## src/rtl/rst_seq_pkg.sv

```systemverilog
// Package: shared register addresses and cause-bit positions for the
// reset sequencer. Assumes an 8-bit register port.
package rst_seq_pkg;

    localparam logic [7:0] ADDR_MONCTL = 8'h13;
    localparam logic [7:0] ADDR_SRCSEL = 8'h14;
    localparam logic [7:0] ADDR_CAUSE  = 8'h15;

    localparam int CAUSE_W = 4;

    typedef enum logic [1:0] {
        SRC_POR = 2'd0,
        SRC_MON = 2'd1,
        SRC_CLK = 2'd2,
        SRC_PIN = 2'd3
    } src_e;

    function automatic int max3(input int a, input int b, input int c);
        int m;
        m = (a > b) ? a : b;
        return (m > c) ? m : c;
    endfunction

endpackage

```

## src/rtl/rst_seq_ctrl.sv

```systemverilog
// Module: rst_seq_ctrl
// Holds the monitor enable, monitor select, settling timer and the
// oscillator-seen flag. Produces the one-cycle event for selecting an
// unsettled monitor, and the gated clock-failure request.
// Assumes all inputs are synchronous to clk; por_n is a synchronous reset.
module rst_seq_ctrl
    import rst_seq_pkg::*;
#(
    parameter int SETTLE_CYC = 2000
) (
    input  logic               clk,
    input  logic               por_n,
    input  logic               wr_en,
    input  logic [7:0]         addr,
    input  logic [7:0]         wdata,
    input  logic               sup_ok,
    input  logic               osc_ready,
    input  logic               clk_fail,
    input  logic [CAUSE_W-1:0] cause,
    output logic [7:0]         rdata,
    output logic               mon_en,
    output logic               mon_sel,
    output logic               mon_settled,
    output logic               osc_seen,
    output logic               clk_evt,
    output logic               sel_evt
);

    localparam int SW = $clog2(SETTLE_CYC + 1);

    logic          wr_ctl;
    logic          wr_sel;
    logic          en_q;
    logic          sel_q;
    logic          osc_q;
    logic [SW-1:0] settle_q;

    // Decode the register writes.
    always_comb begin
        wr_ctl = wr_en && (addr == ADDR_MONCTL);
        wr_sel = wr_en && (addr == ADDR_SRCSEL);
    end

    // Monitor enable: comes up set after power-on, then written through bit 7.
    always_ff @(posedge clk) begin
        if (!por_n)      en_q <= 1'b1;
        else if (wr_ctl) en_q <= wdata[7];
    end

    // Monitor select: comes up set after power-on, then written through bit 0.
    always_ff @(posedge clk) begin
        if (!por_n)      sel_q <= 1'b1;
        else if (wr_sel) sel_q <= wdata[0];
    end

    // Settling timer: loaded on a 0->1 enable write, cleared on disable.
    always_ff @(posedge clk) begin
        if (!por_n)
            settle_q <= '0;
        else if (wr_ctl && wdata[7] && !en_q)
            settle_q <= SW'(SETTLE_CYC);
        else if (wr_ctl && !wdata[7])
            settle_q <= '0;
        else if (settle_q != '0)
            settle_q <= settle_q - 1'b1;
    end

    // Sticky flag: the oscillator has completed initialization.
    always_ff @(posedge clk) begin
        if (!por_n)         osc_q <= 1'b0;
        else if (osc_ready) osc_q <= 1'b1;
    end

    // Event generation and the status outputs.
    always_comb begin
        sel_evt     = wr_sel && wdata[0] && !sel_q && (settle_q != '0);
        clk_evt     = osc_q && clk_fail;
        mon_en      = en_q;
        mon_sel     = sel_q;
        mon_settled = (settle_q == '0);
        osc_seen    = osc_q;
    end

    // Read mux: reserved and unused bits read zero.
    always_comb begin
        case (addr)
            ADDR_MONCTL: rdata = {en_q, en_q & sup_ok, 6'b0};
            ADDR_SRCSEL: rdata = {7'b0, sel_q};
            ADDR_CAUSE:  rdata = {{(8 - CAUSE_W){1'b0}}, cause};
            default:     rdata = 8'h00;
        endcase
    end

endmodule

```

## src/rtl/rst_seq_holdoff.sv

```systemverilog
// Module: rst_seq_holdoff
// Picks the winning reset cause, loads that cause's hold-off length into
// one shared down-counter, and records the cause in a sticky one-hot
// register. Assumes a cause that is present in a cycle restarts the count.
module rst_seq_holdoff
    import rst_seq_pkg::*;
#(
    parameter int POR_CYC  = 1024,
    parameter int PIN_CYC  = 400,
    parameter int CLKF_CYC = 100000
) (
    input  logic               clk,
    input  logic               por_n,
    input  logic               clk_evt,
    input  logic               sel_evt,
    input  logic               pin_low,
    input  logic               sup_low,
    output logic               any_now,
    output logic               busy,
    output logic [CAUSE_W-1:0] cause_q
);

    localparam int CLK_LEN = CLKF_CYC + POR_CYC;
    localparam int MAXL    = max3(CLK_LEN, PIN_CYC, POR_CYC);
    localparam int CW      = $clog2(MAXL + 1);

    logic [CW-1:0] cnt_q;
    logic [CW-1:0] win_len;
    src_e          win_src;

    // Fixed priority: clock failure, unsettled select, pin, supply.
    always_comb begin
        any_now = clk_evt | sel_evt | pin_low | sup_low;
        win_src = SRC_MON;
        win_len = '0;
        if (clk_evt) begin
            win_src = SRC_CLK;
            win_len = CW'(CLK_LEN);
        end else if (sel_evt) begin
            win_src = SRC_MON;
            win_len = CW'(POR_CYC);
        end else if (pin_low) begin
            win_src = SRC_PIN;
            win_len = CW'(PIN_CYC);
        end else begin
            win_src = SRC_MON;
            win_len = '0;
        end
    end

    // Shared hold-off counter: power-on preloads it, any cause reloads it.
    always_ff @(posedge clk) begin
        if (!por_n)
            cnt_q <= CW'(POR_CYC);
        else if (any_now)
            cnt_q <= win_len;
        else if (cnt_q != '0)
            cnt_q <= cnt_q - 1'b1;
    end

    // Sticky cause: power-on sets the power-on bit, each later cause overwrites.
    always_ff @(posedge clk) begin
        if (!por_n)
            cause_q <= CAUSE_W'(1) << SRC_POR;
        else if (any_now)
            cause_q <= CAUSE_W'(1) << win_src;
    end

    // The counter is still running.
    always_comb busy = (cnt_q != '0);

endmodule

```

## src/rtl/rst_seq_release.sv

```systemverilog
// Module: rst_seq_release
// Shift chain that releases reset a fixed number of clock edges after the
// hold request drops. Any hold request clears the whole chain at once.
module rst_seq_release #(
    parameter int STAGES = 2
) (
    input  logic clk,
    input  logic por_n,
    input  logic hold,
    output logic rel
);

    logic [STAGES-1:0] sh_q;

    // Shift ones in while no hold request is present.
    always_ff @(posedge clk) begin
        if (!por_n || hold) sh_q <= '0;
        else                sh_q <= {sh_q[STAGES-2:0], 1'b1};
    end

    // The last stage is the release.
    always_comb rel = sh_q[STAGES-1];

endmodule

```

## src/rtl/rst_seq.sv

```systemverilog
// Module: rst_seq (top)
// Combines power-on, supply monitor, clock failure and pin causes into
// one active-low system reset. Assertion is combinational; release goes
// through a two-stage shifter after each cause's hold-off count.
// Assumes sup_ok_i and the write port are synchronous to clk.
module rst_seq
    import rst_seq_pkg::*;
#(
    parameter int POR_CYC    = 1024,
    parameter int PIN_CYC    = 400,
    parameter int CLKF_CYC   = 100000,
    parameter int SETTLE_CYC = 2000
) (
    input  logic       clk,
    input  logic       por_n_i,
    input  logic       sup_ok_i,
    input  logic       osc_ready_i,
    input  logic       clk_fail_i,
    input  logic       pin_n_i,
    input  logic       wr_en_i,
    input  logic [7:0] addr_i,
    input  logic [7:0] wdata_i,
    output logic [7:0] rdata_o,
    output logic       sys_rst_n_o
);

    logic               mon_en;
    logic               mon_sel;
    logic               mon_settled;
    logic               osc_seen;
    logic               clk_evt;
    logic               sel_evt;
    logic               pin_low;
    logic               sup_low;
    logic               any_now;
    logic               busy;
    logic               rel;
    logic [CAUSE_W-1:0] cause_q;

    // Qualify the level causes.
    always_comb begin
        pin_low = !pin_n_i;
        sup_low = mon_en && mon_sel && mon_settled && !sup_ok_i;
    end

    rst_seq_ctrl #(
        .SETTLE_CYC (SETTLE_CYC)
    ) ctrl_i (
        .clk         (clk),
        .por_n       (por_n_i),
        .wr_en       (wr_en_i),
        .addr        (addr_i),
        .wdata       (wdata_i),
        .sup_ok      (sup_ok_i),
        .osc_ready   (osc_ready_i),
        .clk_fail    (clk_fail_i),
        .cause       (cause_q),
        .rdata       (rdata_o),
        .mon_en      (mon_en),
        .mon_sel     (mon_sel),
        .mon_settled (mon_settled),
        .osc_seen    (osc_seen),
        .clk_evt     (clk_evt),
        .sel_evt     (sel_evt)
    );

    rst_seq_holdoff #(
        .POR_CYC  (POR_CYC),
        .PIN_CYC  (PIN_CYC),
        .CLKF_CYC (CLKF_CYC)
    ) hold_i (
        .clk     (clk),
        .por_n   (por_n_i),
        .clk_evt (clk_evt),
        .sel_evt (sel_evt),
        .pin_low (pin_low),
        .sup_low (sup_low),
        .any_now (any_now),
        .busy    (busy),
        .cause_q (cause_q)
    );

    rst_seq_release #(
        .STAGES (2)
    ) rel_i (
        .clk   (clk),
        .por_n (por_n_i),
        .hold  (any_now | busy),
        .rel   (rel)
    );

    // Asynchronous assertion, synchronous release.
    always_comb sys_rst_n_o = rel && !any_now && por_n_i;

endmodule

```

## config.mk

```make
export PLATFORM = sky130hd
export DESIGN_NAME = rst_seq
export DESIGN_NICKNAME = d
export VERILOG_FILES = /design/src/rtl/rst_seq_pkg.sv /design/src/rtl/rst_seq_ctrl.sv /design/src/rtl/rst_seq_holdoff.sv /design/src/rtl/rst_seq_release.sv /design/src/rtl/rst_seq.sv
export SDC_FILE = /design/constraint.sdc
export NUM_CORES = 1
export LEC_CHECK = 0
export BUFFER_PORTS_ARGS = -buffer_cell sky130_fd_sc_hd__buf_2
export CAP_MARGIN = 25
export CORE_MARGIN = 2
export CORE_UTILIZATION = 35
export CTS_BUF_LIST = sky130_fd_sc_hd__clkbuf_4
export DETAILED_ROUTE_END_ITERATION = 12
export GPL_TIMING_DRIVEN = 0
export SLEW_MARGIN = 20
export SYNTH_ARGS = -nofsm -noshare
export SYNTH_HDL_FRONTEND = slang
export SYNTH_SLANG_ARGS = --single-unit
```

## constraint.sdc

```tcl
create_clock -name clk -period 3.8 [get_ports clk]
set_input_delay 0.76 -clock clk [delete_from_list [all_inputs] [get_ports clk]]
set_output_delay 0.76 -clock clk [all_outputs]
set_load 0.01 [all_outputs]
```

======== Yosys cells after proc, flatten, opt, wreduce, memory -nomap -nowiden ========
Index checks and enable logic that the tools add are counted.
storage, ports and cells
  word-level logic and storage cells ...... 62
  flip-flop bits (word level) ............. 37
  output and inout bits ................... 9
  input bits .............................. 23
cells by class
  equal/unequal tests ..................... 3
  reductions and logical operators ........ 28
  multiplexer cells ....................... 13
  bitwise logic cells ..................... 6
  shift-type cells ........................ 1
  add/subtract/negate cells ............... 2
operators with widths
  operator                 number
  $mux W17                 4
  $mux W11                 3
  $eq A8 B5 Y1 const B     3
  $pmux W8 S3              1
  $reduce_bool A17 Y1      1
  $sub A17 B1 Y17 const B  1
  $logic_and A1 B1 Y1      14
  $logic_not A11 Y1        1
  $reduce_bool A11 Y1      1
  $sub A11 B1 Y11 const B  1
  $mux W9                  1
  $logic_not A1 Y1         7
  $mux W2                  3
  $or A1 B1 Y1             4
  $shl A1 B2 Y4 const A    1
  $reduce_bool A3 Y1       1
  $reduce_or A3 Y1         1
  $reduce_bool A2 Y1       1
  $and A1 B1 Y1            1
  $logic_or A1 B1 Y1       1
  $mux W1                  1
  $not A1 Y1               1

======== Longest topological paths before layout ========
  word-level depth ........................ 11
  mapped depth ............................ 9
  mapped depth without buffers ............ 7

======== Hierarchy ========
From an unflattened synthesis, not the netlist that was laid out.
second synthesis, totals
  cell total of the unflattened synthesis .. 236
  area total of the unflattened synthesis .. 2,055.7 um2
by module, submodules not included
  module           times used  cells each  area each (um2)
  rst_seq_holdoff  1           130         1,108.6
  rst_seq_ctrl     1           98          863.3
  rst_seq_release  1           4           55.1
  rst_seq          1           4           28.8

======== Worst setup path after synthesis ========
OpenSTA, ideal clock, no wires.
  path type ............................... input -> output
  from .................................... input port addr_i[3]
  to ...................................... output port sys_rst_n_o
  setup slack ............................. 815 ps
  path buffers ............................ 1
  stages .................................. 6
  data arrival time ....................... 2,225 ps
  cell sequence ........................... or4_1 -> nor4b_2 -> nand4_1 -> nand3_1 -> buf_2 -> nor2_1
on the way
  cells in the longest elaborated chain, start to end .. 11
RTL lines
  what                               RTL line               text
  from (decl)                        rst_seq.sv:21          input logic [7:0] addr_i,
  $eq A8 B5 Y1                       rst_seq_ctrl.sv:41     wr_sel = wr_en && (addr == ADDR_SRCSEL);
  $logic_and A1 B1 Y1                rst_seq_ctrl.sv:41
  $logic_and A1 B1 Y1 (3 in series)  rst_seq_ctrl.sv:76     sel_evt = wr_sel && wdata[0] && !sel_q && (settle_q != '0);
  $or A1 B1 Y1 (3 in series)         rst_seq_holdoff.sv:33  any_now = clk_evt | sel_evt | pin_low | sup_low;
  $logic_not A1 Y1                   rst_seq.sv:93          always_comb sys_rst_n_o = rel && !any_now && por_n_i;
  $logic_and A1 B1 Y1 (2 in series)  rst_seq.sv:93
  to (decl)                          rst_seq.sv:24          output logic sys_rst_n_o
No other way between the ends.

======== Worst setup path in the final report ========
Same ends and word-level chain as after synthesis.

==> metrics.cfg <==
[sta]
timing.fmax_mhz=285
tightestPinTransition_ns=0.737
hold_slack_ns=0.426
slew_headroom_pct=50.7
slew_viol_final=0
setup_tns_ns=0
rsz0062_at_grt=false
setup_viol=0
hold_violations=0
min_period_ns=3.51
clock_skew_ns=0.0172
post-route-period-util_pct=92.2

[critical_path]
crit_path_max_fanout=10
cp-end-kind=primary output
criticalPathCategory=in -> out
rrSetupSlack_ns=1.47
cpPeakStageDelay_ns=0.54
ff2ff_path_depth=9
cp.required_ns=3.04
cp_top_family=simple AND/OR/NAND/NOR gates
path_cells=buf_2, or4_1, nor4b_2, nand4_1, nand3_1, buf_2, nor2_1, buf_2
rr_endpoint=hold_i.cnt_q[15]
critPathArrivalTime_ns=2.75
rr_startpoint=ctrl_i.settle_q[0]
crit_slowest_cell=or4_1
cp_common_cell=buf_2
critPathLaunchType=input pin
crit_buf_inv=3

[clock_tree]
cts-buffers-inserted=5
numClockSinks=37
cts_max_path_buffers=2
clock_latency_ns=0.34
cts_tree=done
postCtsSetupRepairBufs=0
clk_pin_slew_ns=0.11
cts_resized=0
clockRootBuffer=clkbuf_4
htreeDepth=2
postCtsHoldBufs=0

[hold_path]
hold_depth=2
holdCritStartpoint=rel_i.sh_q[0]
hp-class=reg -> reg
worst_hold_path.endpoint=rel_i.sh_q[1]

[logic_synthesis]
synth.largest_area_cell=dfxtp_1
syn_inst=233
synth_edf_count=0
seq_area_frac_synth_pct=37.6
synth_area_per_cell_um2=8.46
ys.flop_type=dfxtp_1
synthTopCellsByArea=dfxtp_1 38%, nor2_1 4.8%, xor2_1 4.0%, a21oi_1 3.8%, nand3_1 3.3%
synthDominantCellAreaShare_pct=37.6
synthArstFlopShare_pct=0
ys_ff_latch=37
yosysUniqueCellTypes=49
ys.warnings.count=0
syn_area_um2=1970

[pwr]
finalPower_w=0.00123
vdd_ir_drop_max_uv=295
powerDensity_nw_per_um2=548
leakagePower_nw=0.895

[final_layout]
areaGrowthSynthToFinish_pct=13.4
final_common_cell=dfxtp_1
nNetsFinal=291
instances_no_fill=337
antenna_cells=0
drive_gt1_share_pct=17.4
final_cell_mix=37 x dfxtp_1, 27 x buf_2, 25 x nor2_1, 15 x a21oi_1, 14 x nand2_1
postLayoutCellArea_um2=2240

[route]
drt_iter0_drc=64
wire_per_inst_um=12.6
antenna_left=0
via_count=1714
routed_wl_mm=4.25
route.detailed.drc=0
drt_pre_antenna_iters=4
vias_per_cell=5.09

[outcome]
status=complete, no violations

[floorplan]
die_width_um=79.1
rows=27
core_um2=5470
start_util_pct=36.0
die_y_um=79.1
ios=32
die_area_um2=6250

[place]
place.gp.congestion=0.749
place_area_um2=2180
dpl.cell_count=329
numPortBuffers=23
dp_hpwl_mm=3.22

[global_route]
grt.total_usage_pct=14.7
grt_pass1_vias=1586
antenna_found_initial=0
grt_overflow=0
grt_max_degree=12
grt_pass1_wl_mm=7.25

[job]
maxCapViolCount=0

## tightest hold or removal path, cell delays in order, from the launching register on
cell     delay [ns]
dfxtp_1        0.31
inv_1          0.04
nor3_1         0.04
## cells in the mapped netlist, types with 2 or more instances
library cell	count
dfxtp_1	37
nor2_1	25
a21oi_1	15
nand2_1	14
nand3_1	13
xor2_1	9
inv_1	8
o21a_1	7
and2_1	6
nor4_1	6
xnor2_1	6
nand2b_1	5
nor3_1	5
nor3b_1	5
o21ai_0	5
buf_2	4
ha_1	4
nand3b_1	4
nor2b_1	4
o211ai_1	4
or3_1	4
or4_1	4
a211oi_1	3
clkbuf_1	3
nand4_1	3
o31ai_1	3
buf_4	2
mux2i_1	2
nor4b_1	2
o31a_2	2
## how the worst max path moves through the flow
| stage | cells past startpoint | from | endpoint |
|---|---|---|---|
| 2_1_floorplan | 6 | addr_i[3] | sys_rst_n_o |
| 3_3_place_gp | 8 | addr_i[3] | sys_rst_n_o |
| 3_5_place_dp | 8 | addr_i[3] | sys_rst_n_o |
| 4_1_cts | 8 | addr_i[3] | sys_rst_n_o |
| 5_1_grt | 8 | ctrl_i.settle_q[5] | sys_rst_n_o |
| 6_report | 8 | addr_i[3] | sys_rst_n_o |
## sequential cells by signal, indices dropped and copies added, names as in the netlist
| signal | cells |
|---|---|
| rel_i.sh_q | 2 |
| hold_i.cause_q | 4 |
| ctrl_i.mon_sel | 1 |
| hold_i.cnt_q | 17 |
| ctrl_i.mon_en | 1 |
| ctrl_i.osc_seen | 1 |
| ctrl_i.settle_q | 11 |
## per-layer routing
layer	up-vias	track usage, %	part of all wire (%)	wire length (um)
met4	0	5.17	1.5	65
li1	902	-	-	-
met2	15	24.4	48	2040
met3	8	3.75	2.6	111
met5	-	0	0	0
met1	789	18.6	48	2040
## power breakdown
part / internal [W] / total [W] / leakage (nW) / switching, W
logic: 0.000223 / 0.000498 / 0.556 / 0.000275
registers: 0.000456 / 0.000517 / 0.304 / 0.0000614
clock network: 0.0000777 / 0.000211 / 0.0354 / 0.000133
## metrics by stage
step	worst slack, ns	util (%)
after floorplan	0.815	-
after global placement	0.288	39.8
after detailed placement	0.259	39.8
after CTS	0.255	40.9
after global routing	0.0910	40.9
final	0.295	40.9
## final cells by class
cell class                      instances  area, um^2
Buffer                                  9        46.3
Clock buffer                            6        45.0
Clock inverter                          2        10.0
Fill cell                             594        3240
Inverter                                8        30.0
Multi-Input combinational cell        180        1160
Sequential cell                        37         741
Tap cell                               72        90.1
Timing Repair Buffer                   23         115
## cells by family after synthesis
family	count (synthesis)	synth area share [%]
compound gates	48	16.9
xor+xnor	15	6.66
fa+ha+maj	4	2.54
buf+inv	17	3.87
flops	37	37.6
mux	2	1.02
other cells	1	0.190
simple gates	109	31.3
(Power assumes the default switching activity.)
